`src/rtl/sdram_mrs_pkg.sv`:
```
package sdram_mrs_pkg;

    typedef enum logic [2:0] {
        ST_IDLE,
        ST_REJECT,
        ST_WAIT_PRE,
        ST_ISSUE,
        ST_HOLD,
        ST_ACK
    } mrs_state_t;

    localparam logic [2:0] BURST4_CODE = 3'b010;
    localparam logic [2:0] BURST8_CODE = 3'b011;

endpackage

```
`src/rtl/mrs_decode.sv`:
```
module mrs_decode
    import sdram_mrs_pkg::*;
#(
    parameter int ADDR_W    = 32,
    parameter int OFF_W     = 16,
    parameter int N_AREA    = 2,
    parameter int AREA_W    = 1,
    parameter int SD_ADDR_W = 13,
    parameter logic [N_AREA*(ADDR_W-OFF_W)-1:0] WIN_BASES = {16'hFF94, 16'hFF90},
    parameter logic [OFF_W-1:0] MAX_OFF = 16'h0FFC
) (
    input  logic [ADDR_W-1:0]    addr,
    input  logic                 bus64,
    output logic                 win_hit,
    output logic [AREA_W-1:0]    area,
    output logic                 range_ok,
    output logic                 burst_ok,
    output logic [SD_ADDR_W-1:0] mode_val
);
    localparam int PAGE_W = ADDR_W - OFF_W;

    logic [PAGE_W-1:0] page;
    logic [OFF_W-1:0]  off;
    logic [N_AREA-1:0] hit_vec;
    logic [2:0]        burst_code;

    assign page = addr[ADDR_W-1:OFF_W];
    assign off  = addr[OFF_W-1:0];

    for (genvar g = 0; g < N_AREA; g++) begin : g_win
        assign hit_vec[g] = (page == WIN_BASES[g*PAGE_W +: PAGE_W]);
    end

    always_comb begin
        area = '0;
        for (int i = 0; i < N_AREA; i++) begin
            if (hit_vec[i]) area = AREA_W'(i);
        end
    end

    assign win_hit  = |hit_vec;
    assign range_ok = (off <= MAX_OFF);

    // SDRAM A0 is wired to CPU A2 (32-bit bus) or A3 (64-bit bus)
    assign mode_val   = bus64 ? SD_ADDR_W'(off >> 3) : SD_ADDR_W'(off >> 2);
    assign burst_code = mode_val[2:0];

    always_comb begin
        if (bus64) burst_ok = (burst_code == BURST4_CODE);
        else       burst_ok = (burst_code == BURST4_CODE) || (burst_code == BURST8_CODE);
    end

endmodule

```
`src/rtl/mrs_fsm.sv`:
```
module mrs_fsm
    import sdram_mrs_pkg::*;
#(
    parameter int N_AREA    = 2,
    parameter int AREA_W    = 1,
    parameter int SD_ADDR_W = 13,
    parameter int TMRD      = 2
) (
    input  logic                 clk,
    input  logic                 rst_n,
    input  logic                 req,
    input  logic                 is_write,
    input  logic                 win_hit,
    input  logic                 range_ok,
    input  logic                 burst_ok,
    input  logic [AREA_W-1:0]    area,
    input  logic [SD_ADDR_W-1:0] mode_val,
    input  logic                 all_precharged,
    output logic [N_AREA-1:0]    cs_n,
    output logic                 ras_n,
    output logic                 cas_n,
    output logic                 we_n,
    output logic [SD_ADDR_W-1:0] sd_addr,
    output logic                 ack,
    output logic                 err,
    output logic                 busy,
    output logic                 set_prog,
    output logic [AREA_W-1:0]    set_area
);
    localparam int CNT_W = (TMRD > 1) ? $clog2(TMRD) : 1;

    mrs_state_t            state_q, state_d;
    logic [AREA_W-1:0]     area_q;
    logic [SD_ADDR_W-1:0]  val_q;
    logic [CNT_W-1:0]      cnt_q;

    always_comb begin
        state_d = state_q;
        unique case (state_q)
            ST_IDLE: begin
                if (req && win_hit) begin
                    if (!is_write || !range_ok || !burst_ok) state_d = ST_REJECT;
                    else                                     state_d = ST_WAIT_PRE;
                end
            end
            ST_REJECT:   state_d = ST_IDLE;
            ST_WAIT_PRE: if (all_precharged) state_d = ST_ISSUE;
            ST_ISSUE:    state_d = ST_HOLD;
            ST_HOLD:     if (cnt_q == CNT_W'(TMRD - 1)) state_d = ST_ACK;
            ST_ACK:      state_d = ST_IDLE;
            default:     state_d = ST_IDLE;
        endcase
    end

    always_ff @(posedge clk) begin
        if (!rst_n) state_q <= ST_IDLE;
        else        state_q <= state_d;
    end

    always_ff @(posedge clk) begin
        if (!rst_n) begin
            area_q <= '0;
            val_q  <= '0;
            cnt_q  <= '0;
        end else begin
            if (state_q == ST_IDLE && state_d == ST_WAIT_PRE) begin
                area_q <= area;
                val_q  <= mode_val;
            end
            if (state_q == ST_ISSUE)     cnt_q <= '0;
            else if (state_q == ST_HOLD) cnt_q <= cnt_q + 1'b1;
        end
    end

    always_comb begin
        cs_n     = '1;
        ras_n    = 1'b1;
        cas_n    = 1'b1;
        we_n     = 1'b1;
        sd_addr  = '0;
        ack      = 1'b0;
        err      = 1'b0;
        busy     = (state_q != ST_IDLE);
        set_prog = 1'b0;
        set_area = area_q;
        unique case (state_q)
            ST_REJECT: begin
                ack = 1'b1;
                err = 1'b1;
            end
            ST_ISSUE: begin
                for (int i = 0; i < N_AREA; i++) begin
                    cs_n[i] = (area_q != AREA_W'(i));
                end
                ras_n    = 1'b0;
                cas_n    = 1'b0;
                we_n     = 1'b0;
                sd_addr  = val_q;
                set_prog = 1'b1;
            end
            ST_ACK:  ack = 1'b1;
            default: ;
        endcase
    end

endmodule

```
`src/rtl/mrs_area_flags.sv`:
```
module mrs_area_flags #(
    parameter int N_AREA = 2,
    parameter int AREA_W = 1
) (
    input  logic              clk,
    input  logic              rst_n,
    input  logic              set_prog,
    input  logic [AREA_W-1:0] set_area,
    input  logic              busy,
    input  logic              norm_req,
    input  logic [AREA_W-1:0] norm_area,
    output logic              norm_gnt,
    output logic              norm_err
);
    logic [N_AREA-1:0] prog_q;

    for (genvar g = 0; g < N_AREA; g++) begin : g_flag
        always_ff @(posedge clk) begin
            if (!rst_n)                                           prog_q[g] <= 1'b0;
            else if (set_prog && set_area == AREA_W'(g))          prog_q[g] <= 1'b1;
        end
    end

    assign norm_err = norm_req & ~prog_q[norm_area];
    assign norm_gnt = norm_req &  prog_q[norm_area] & ~busy;

endmodule

```
`src/rtl/sdram_mrs_writer.sv`:
```
module sdram_mrs_writer #(
    parameter int ADDR_W    = 32,
    parameter int N_AREA    = 2,
    parameter int AREA_W    = (N_AREA > 1) ? $clog2(N_AREA) : 1,
    parameter int SD_ADDR_W = 13,
    parameter int TMRD      = 2
) (
    input  logic                 clk,
    input  logic                 rst_n,
    input  logic                 cfg_bus64,
    input  logic                 cpu_req,
    input  logic                 cpu_we,
    input  logic [ADDR_W-1:0]    cpu_addr,
    output logic                 cpu_ack,
    output logic                 cpu_err,
    input  logic                 all_precharged,
    output logic [N_AREA-1:0]    sd_cs_n,
    output logic                 sd_ras_n,
    output logic                 sd_cas_n,
    output logic                 sd_we_n,
    output logic [SD_ADDR_W-1:0] sd_addr,
    output logic                 cmd_busy,
    input  logic                 norm_req,
    input  logic [AREA_W-1:0]    norm_area,
    output logic                 norm_gnt,
    output logic                 norm_err
);
    logic                 win_hit;
    logic [AREA_W-1:0]    dec_area;
    logic                 range_ok;
    logic                 burst_ok;
    logic [SD_ADDR_W-1:0] mode_val;
    logic                 set_prog;
    logic [AREA_W-1:0]    set_area;

    mrs_decode #(
        .ADDR_W(ADDR_W), .OFF_W(16), .N_AREA(N_AREA), .AREA_W(AREA_W),
        .SD_ADDR_W(SD_ADDR_W)
    ) u_decode (
        .addr(cpu_addr), .bus64(cfg_bus64), .win_hit(win_hit), .area(dec_area),
        .range_ok(range_ok), .burst_ok(burst_ok), .mode_val(mode_val)
    );

    mrs_fsm #(
        .N_AREA(N_AREA), .AREA_W(AREA_W), .SD_ADDR_W(SD_ADDR_W), .TMRD(TMRD)
    ) u_fsm (
        .clk(clk), .rst_n(rst_n), .req(cpu_req), .is_write(cpu_we),
        .win_hit(win_hit), .range_ok(range_ok), .burst_ok(burst_ok),
        .area(dec_area), .mode_val(mode_val), .all_precharged(all_precharged),
        .cs_n(sd_cs_n), .ras_n(sd_ras_n), .cas_n(sd_cas_n), .we_n(sd_we_n),
        .sd_addr(sd_addr), .ack(cpu_ack), .err(cpu_err), .busy(cmd_busy),
        .set_prog(set_prog), .set_area(set_area)
    );

    mrs_area_flags #(.N_AREA(N_AREA), .AREA_W(AREA_W)) u_flags (
        .clk(clk), .rst_n(rst_n), .set_prog(set_prog), .set_area(set_area),
        .busy(cmd_busy), .norm_req(norm_req), .norm_area(norm_area),
        .norm_gnt(norm_gnt), .norm_err(norm_err)
    );

endmodule

```
`config.mk`:
```
export PLATFORM = sky130hd
export DESIGN_NAME = sdram_mrs_writer
export DESIGN_NICKNAME = d
export VERILOG_FILES = /design/src/rtl/sdram_mrs_pkg.sv /design/src/rtl/mrs_decode.sv /design/src/rtl/mrs_fsm.sv /design/src/rtl/mrs_area_flags.sv /design/src/rtl/sdram_mrs_writer.sv
export SDC_FILE = /design/constraint.sdc
export NUM_CORES = 1
export LEC_CHECK = 0
export CAP_MARGIN = 30
export CELL_PAD_IN_SITES_DETAIL_PLACEMENT = 1
export CELL_PAD_IN_SITES_GLOBAL_PLACEMENT = 2
export CORE_ASPECT_RATIO = 1.5
export CORE_MARGIN = 2
export CORE_UTILIZATION = 24
export CTS_BUF_LIST = sky130_fd_sc_hd__clkbuf_8
export DETAILED_ROUTE_END_ITERATION = 7
export PLACE_DENSITY_LB_ADDON = 0.1
export SLEW_MARGIN = 25
export SYNTH_ARGS = -nofsm -noshare
export SYNTH_HDL_FRONTEND = slang
export SYNTH_HIERARCHICAL = 1
export SYNTH_SLANG_ARGS = --single-unit
```
`constraint.sdc`:
```
create_clock -name clk -period 6.9 [get_ports clk]
set_input_delay 1.035 -clock clk [delete_from_list [all_inputs] [get_ports clk]]
set_output_delay 1.035 -clock clk [all_outputs]
set_load 0.03 [all_outputs]
```
---- Word level (Yosys, flattened, before mapping) ----
Index checks and enable logic that the tools add are counted.
operators by class
  bitwise logic cells ..................... 7
  div/mod/pow operators ................... 0
  multiply operators ...................... 0
  order comparisons ....................... 2
  mux-type cells .......................... 16
  add/subtract/negate cells ............... 1
  shift operators ......................... 0
  reduce and logical (&&, ||, !) cells .... 15
  equality and inequality tests ........... 10
operators with widths
  cell                                                                                number
  16-bit equality test, second input constant                                         2
  13-bit two-way mux                                                                  2
  16-bit by 12-bit less-or-equal comparator with 1-bit output, second input constant  1
  3-bit by 2-bit equality test with 1-bit output, second input constant               5
  3-bit one-hot mux with 4 select lines                                               1
  3-bit two-way mux                                                                   3
  1-bit two-way mux                                                                   8
  3-bit equality test, second input constant                                          2
  2-bit OR reduction                                                                  3
  1-bit logical AND                                                                   4
  2-bit two-way mux                                                                   2
  1-bit NOT                                                                           4
  1-bit AND                                                                           3
  3-bit by 1-bit equality test with 1-bit output, second input constant               1
  1-bit logical NOT                                                                   3
  3-bit logical NOT                                                                   1
  1-bit logical OR                                                                    3
  3-bit nonzero test                                                                  1
  1-bit by 2-bit < comparator with 1-bit output, second input constant                1
  1-bit adder, second input constant                                                  1
word-level totals
  latch bits .............................. 0
  RAM bits ................................ 0
  memories kept ........................... 0
  register bits after elaboration ......... 20
  memory bits (read-only) ................. 0
  word-level logic and storage cells ...... 57

---- Logic depth before layout (Yosys ltp) ----
  word-level depth ........................ 11
  depth in mapped cells ................... 7

---- Hierarchy ----
The synthesis kept the hierarchy.
by module, submodules not included
  module          instances  area an instance (um^2)  cells each  sequential area each (um^2)
  mrs_fsm         1          914.6                    109         360.3
  mrs_decode      1          272.8                    30          0.0
  mrs_area_flags  1          90.1                     9           40.0

---- Worst setup path before layout ----
No wires, ideal clock.
  path type ............................... input to output
  from .................................... input port norm_area
  to ...................................... output port norm_gnt
  stages .................................. 2
  data arrival time ....................... 1.881 ns
  buffers on the path ..................... 0
  path slack .............................. 3.984 ns
  required time ........................... 5.865 ns
  cell sequence ........................... mux2i_1 > nor3b_1
between the ends
  cells in the longest elaborated chain, start to end .. 4
RTL lines
  what                                                  line                    RTL
  start, declared                                       sdram_mrs_writer.sv:24  input logic [AREA_W-1:0] norm_area,
  1-bit two-way mux (implied by the code) (2 in a row)  mrs_area_flags.sv:25    assign norm_gnt = norm_req & prog_q[norm_area] & ~busy;
  1-bit AND (2 in a row)                                mrs_area_flags.sv:25
  end, declared                                         sdram_mrs_writer.sv:25  output logic norm_gnt,
Every way passes these cells. The select of a mux whose other input is x is not followed.

---- Worst setup path in the final report ----
  from .................................... input port norm_area
  to ...................................... output port norm_err
between the ends
  cells in the longest elaborated chain, start to end .. 4
RTL lines
  what                                                  line                    RTL
  1-bit two-way mux (implied by the code) (2 in a row)  mrs_area_flags.sv:24    assign norm_err = norm_req & ~prog_q[norm_area];
  1-bit NOT                                             mrs_area_flags.sv:24
  1-bit AND                                             mrs_area_flags.sv:24
  end, declared                                         sdram_mrs_writer.sv:26  output logic norm_err
Every way passes these cells. The select of a mux whose other input is x is not followed.

==> impl_metrics.csv <==
group,metric,value,unit
place,routabilityCongestion,0.7896,
power_and_ir_drop,peakVddDrop,0.05379,mV
clock_network,post_cts_repair_setup_buffers,0,
yosys,main_combinational_cell_family_by_area_after_synthesis,"simple AND/OR/NAND/NOR gates",
die,die_width,63.57,um
critical_path,critical_path.max_fanout,2,
run_status,status,"finished clean",
power_and_ir_drop,seq_power_share,0.463,
place,placed_cells_incl_taps,270,
detailed_routing,drc,0,
power_and_ir_drop,net_switching_component_of_the_power,0.00005406,W
die,die_area,5935,um2
grt,vias_in_the_first_global_route,1307,
yosys,number_of_synthesized_flops_with_an_enable_pin,0,
yosys,post_synth_and_or_nand_nor_area_fraction,0.3653,
yosys,yosys-mux-area-fraction,0.2311,
yosys,synth-warning-count,6,
clock_network,clock_tree.buffer_depth,2,
timing,slew_violations,0,
timing,max_clock_freq,279.0,MHz
clock_network,clkSinkCount,20,
power_and_ir_drop,power_leakage,0.6934,nW
timing,timing.final.crit_period,3584,ps
yosys,post_synth_fa_ha_maj_area_fraction,0,
yosys,yosysSeqAreaShare,0.3134,
power_and_ir_drop,power.share.clock,0.362,
yosys,synth-compound-area-share,0.03722,
grt,grtUsageTotal,0.1253,
min_path,min-delay-path-class,"flip-flop to flip-flop",
clock_network,htree_levels,1,
clock_network,clock_latency,260,ps
place,preCtsSetupSlack,3276,ps
timing,setup_tns,0,ps
power_and_ir_drop,powerDensity,124.6,nW/um2
timing,timing.final.setup_violations,0,
detailed_routing,route.antenna.remaining_nets,0,
clock_network,post_cts_resized,0,
detailed_routing,avgRoutedWirePerCell,13.10,um
yosys,synthFlopType,"dfxtp_1",
die,floorplan.io_pins,63,
yosys,synth.distinct_cells,35,
clock_network,tritoncts.num_buffers,3,
die,die_height,93.36,um
timing,skew_final,4.960,ps
yosys,async_set_or_reset_flop_fraction_in_the_synthesized_netlist,0,
detailed_routing,num_vias,1246,
grt,antenna_violations_before_repair,0,
yosys,synthesis.nets,188,
critical_path,cp-end-kind,"output pin",
die,floorplan.initialDensity,0.2493,
timing,rsz0062_at_grt,"no",
timing,timing.slew.headroom,0.5879,
job,maxCapViolCount,0,
timing,period_share,0.5195,
timing,finalHoldViolations,0,
grt,wire_length_of_the_first_global_routing_pass,5.954,mm
grt,gr-total-overflow,0,
place,detailedPlacementHpwl,2.970,mm
detailed_routing,first_pass_iters,4,
final_layout,finalNetCount,247,
critical_path,critPathKind,"input pin to output pin",
yosys,ys_ff_latch,20,
final_layout,synthToLayoutAreaGrowth,56.61,%
yosys,synth.avg_cell_area,8.632,um2
detailed_routing,first_iter_violations,20,
die,core-area,5125,um2
detailed_routing,drt-total-wl,3.589,mm
critical_path,startpoint_type,"input pin",
final_layout,drive_gt1_frac,0.1262,
yosys,synthXorXnorAreaFrac,0,
final_layout,final_cells,274,
clock_network,cts_root_buf,"clkbuf_8",
timing,worst_slew_pin_slew,615.5,ps
clock_network,clkTransAtPathRegs,70,ps
power_and_ir_drop,p_comb_frac,0.175,
final_layout,antenna-diode-count,0,
timing,layout_setup_ws,3316,ps
yosys,post_synth_design_cell_area,1277,um2
place,port-buffer-count,62,
critical_path,critical_path_arrival,2550,ps
detailed_routing,avgViaCountPerCell,4.547,
place,placement.cell_area,1946,um2
clock_network,tritoncts_clock_tree,"done",
critical_path,cp_data_required_time,5860,ps
grt,grt_max_degree,22,
final_layout,finalInstanceArea,2001,um2
power_and_ir_drop,netSwitchingFraction,0.2169,
timing,final.hold.worst_slack,457.4,ps
clock_network,holdBufCountCts,0,
power_and_ir_drop,cell_internal_pwr,0.0001952,W
die,fp-row-count,32,
yosys,postSynthCellCount,148,
critical path: stages:
cell and delay [ps]:
clkdlybuf4s50_1 480, mux2i_1 220, and2_2 160, clkdlybuf4s50_1 660
per-layer routing:
metal	vias up	track usage	part of all wire
met5	-	0	0
met4	0	0.03804	0.0067
met3	2	0.03369	0.058
met2	42	0.2360	0.54
met1	584	0.1337	0.40
li1	618	-	-
synth_stat cells (2+ instances only):
| library cell | number | area share |
|---|---|---|
| buf_4 | 2 | 0.012 |
| nand4_1 | 3 | 0.015 |
| nor2b_1 | 3 | 0.015 |
| and2_1 | 14 | 0.069 |
| clkbuf_1 | 6 | 0.018 |
| nand2_1 | 35 | 0.10 |
| nor3b_1 | 2 | 0.012 |
| nor3_1 | 2 | 0.0078 |
| nand2b_1 | 2 | 0.0098 |
| a31oi_1 | 2 | 0.0098 |
| mux2i_1 | 16 | 0.13 |
| buf_6 | 2 | 0.018 |
| nor2_1 | 4 | 0.012 |
| mux2_2 | 12 | 0.11 |
| dfxtp_1 | 20 | 0.31 |
| a21oi_1 | 3 | 0.012 |
| inv_1 | 2 | 0.0059 |
cell families after synthesis:
| kind of cell | count (synthesis) |
|---|---|
| flip-flops | 20 |
| multiplexers | 28 |
| buffers and inverters | 12 |
| AO/OA/AOI/OAI | 8 |
| AND/OR/NAND/NOR | 80 |
state kept, by name, summed over array words and instances, names as in the netlist:
name            flops
u_fsm/cnt_q         1
u_fsm/state_q       3
u_flags/prog_q      2
u_fsm/val_q        13
u_fsm/set_area      1
final timing paths:
kind | to | slack [ps] | from | depth (start not counted)
setup / recovery | norm_err | 3320 | norm_area | 4
setup reg to reg | u_fsm/val_q[7] | 5130 | u_fsm/state_q[1] | 4
hold / removal | u_fsm/val_q[5] | 460 | u_fsm/val_q[5] | 2
hold reg to reg | u_fsm/val_q[5] | 460 | u_fsm/val_q[5] | 2
through the flow:
stage,utilization,power [W]
2_1_floorplan,-,0.0001333
5_1_grt,0.3904,0.0002609
3_5_place_dp,0.3796,0.0001623
6_report,0.3904,0.0002492
4_1_cts,0.3904,0.0002536
3_3_place_gp,0.3752,0.0001612
layout by cell type, fill, tap and decap left out, types with 2 or more instances in the layout:
master | netlist | final
clkdlybuf4s50_1 | 0 | 62
nand2_1 | 35 | 35
clkbuf_8 | 0 | 4
mux2_2 | 12 | 12
nor3b_1 | 2 | 2
buf_6 | 2 | 2
nand4_1 | 3 | 3
nor2_1 | 4 | 4
dfxtp_1 | 20 | 20
nand2b_1 | 2 | 2
nor3_1 | 2 | 2
a31oi_1 | 2 | 2
a21oi_1 | 3 | 3
mux2i_1 | 16 | 16
inv_1 | 2 | 2
and2_1 | 14 | 14
nor2b_1 | 3 | 3
final cells by class:
class                      count  area, um2
timing repair buffer          64      643.1
multi-input combinational    116      809.5
clock buffer                   4      55.05
sequential                    20      400.4
tap                           68      85.08
inverter                       2      7.507
fill                         641       3124
power by group through the flow:
stage                     Combinational [W]  Clock [W]  Sequential (W)
after floorplan                   0.0000153          0        0.000118
after global placement            0.0000432          0        0.000118
after detailed placement          0.0000443          0        0.000118
after CTS                         0.0000446  0.0000937        0.000115
after global routing              0.0000475  0.0000981        0.000115
final                             0.0000437  0.0000902        0.000115
(Power assumes the default switching activity.)
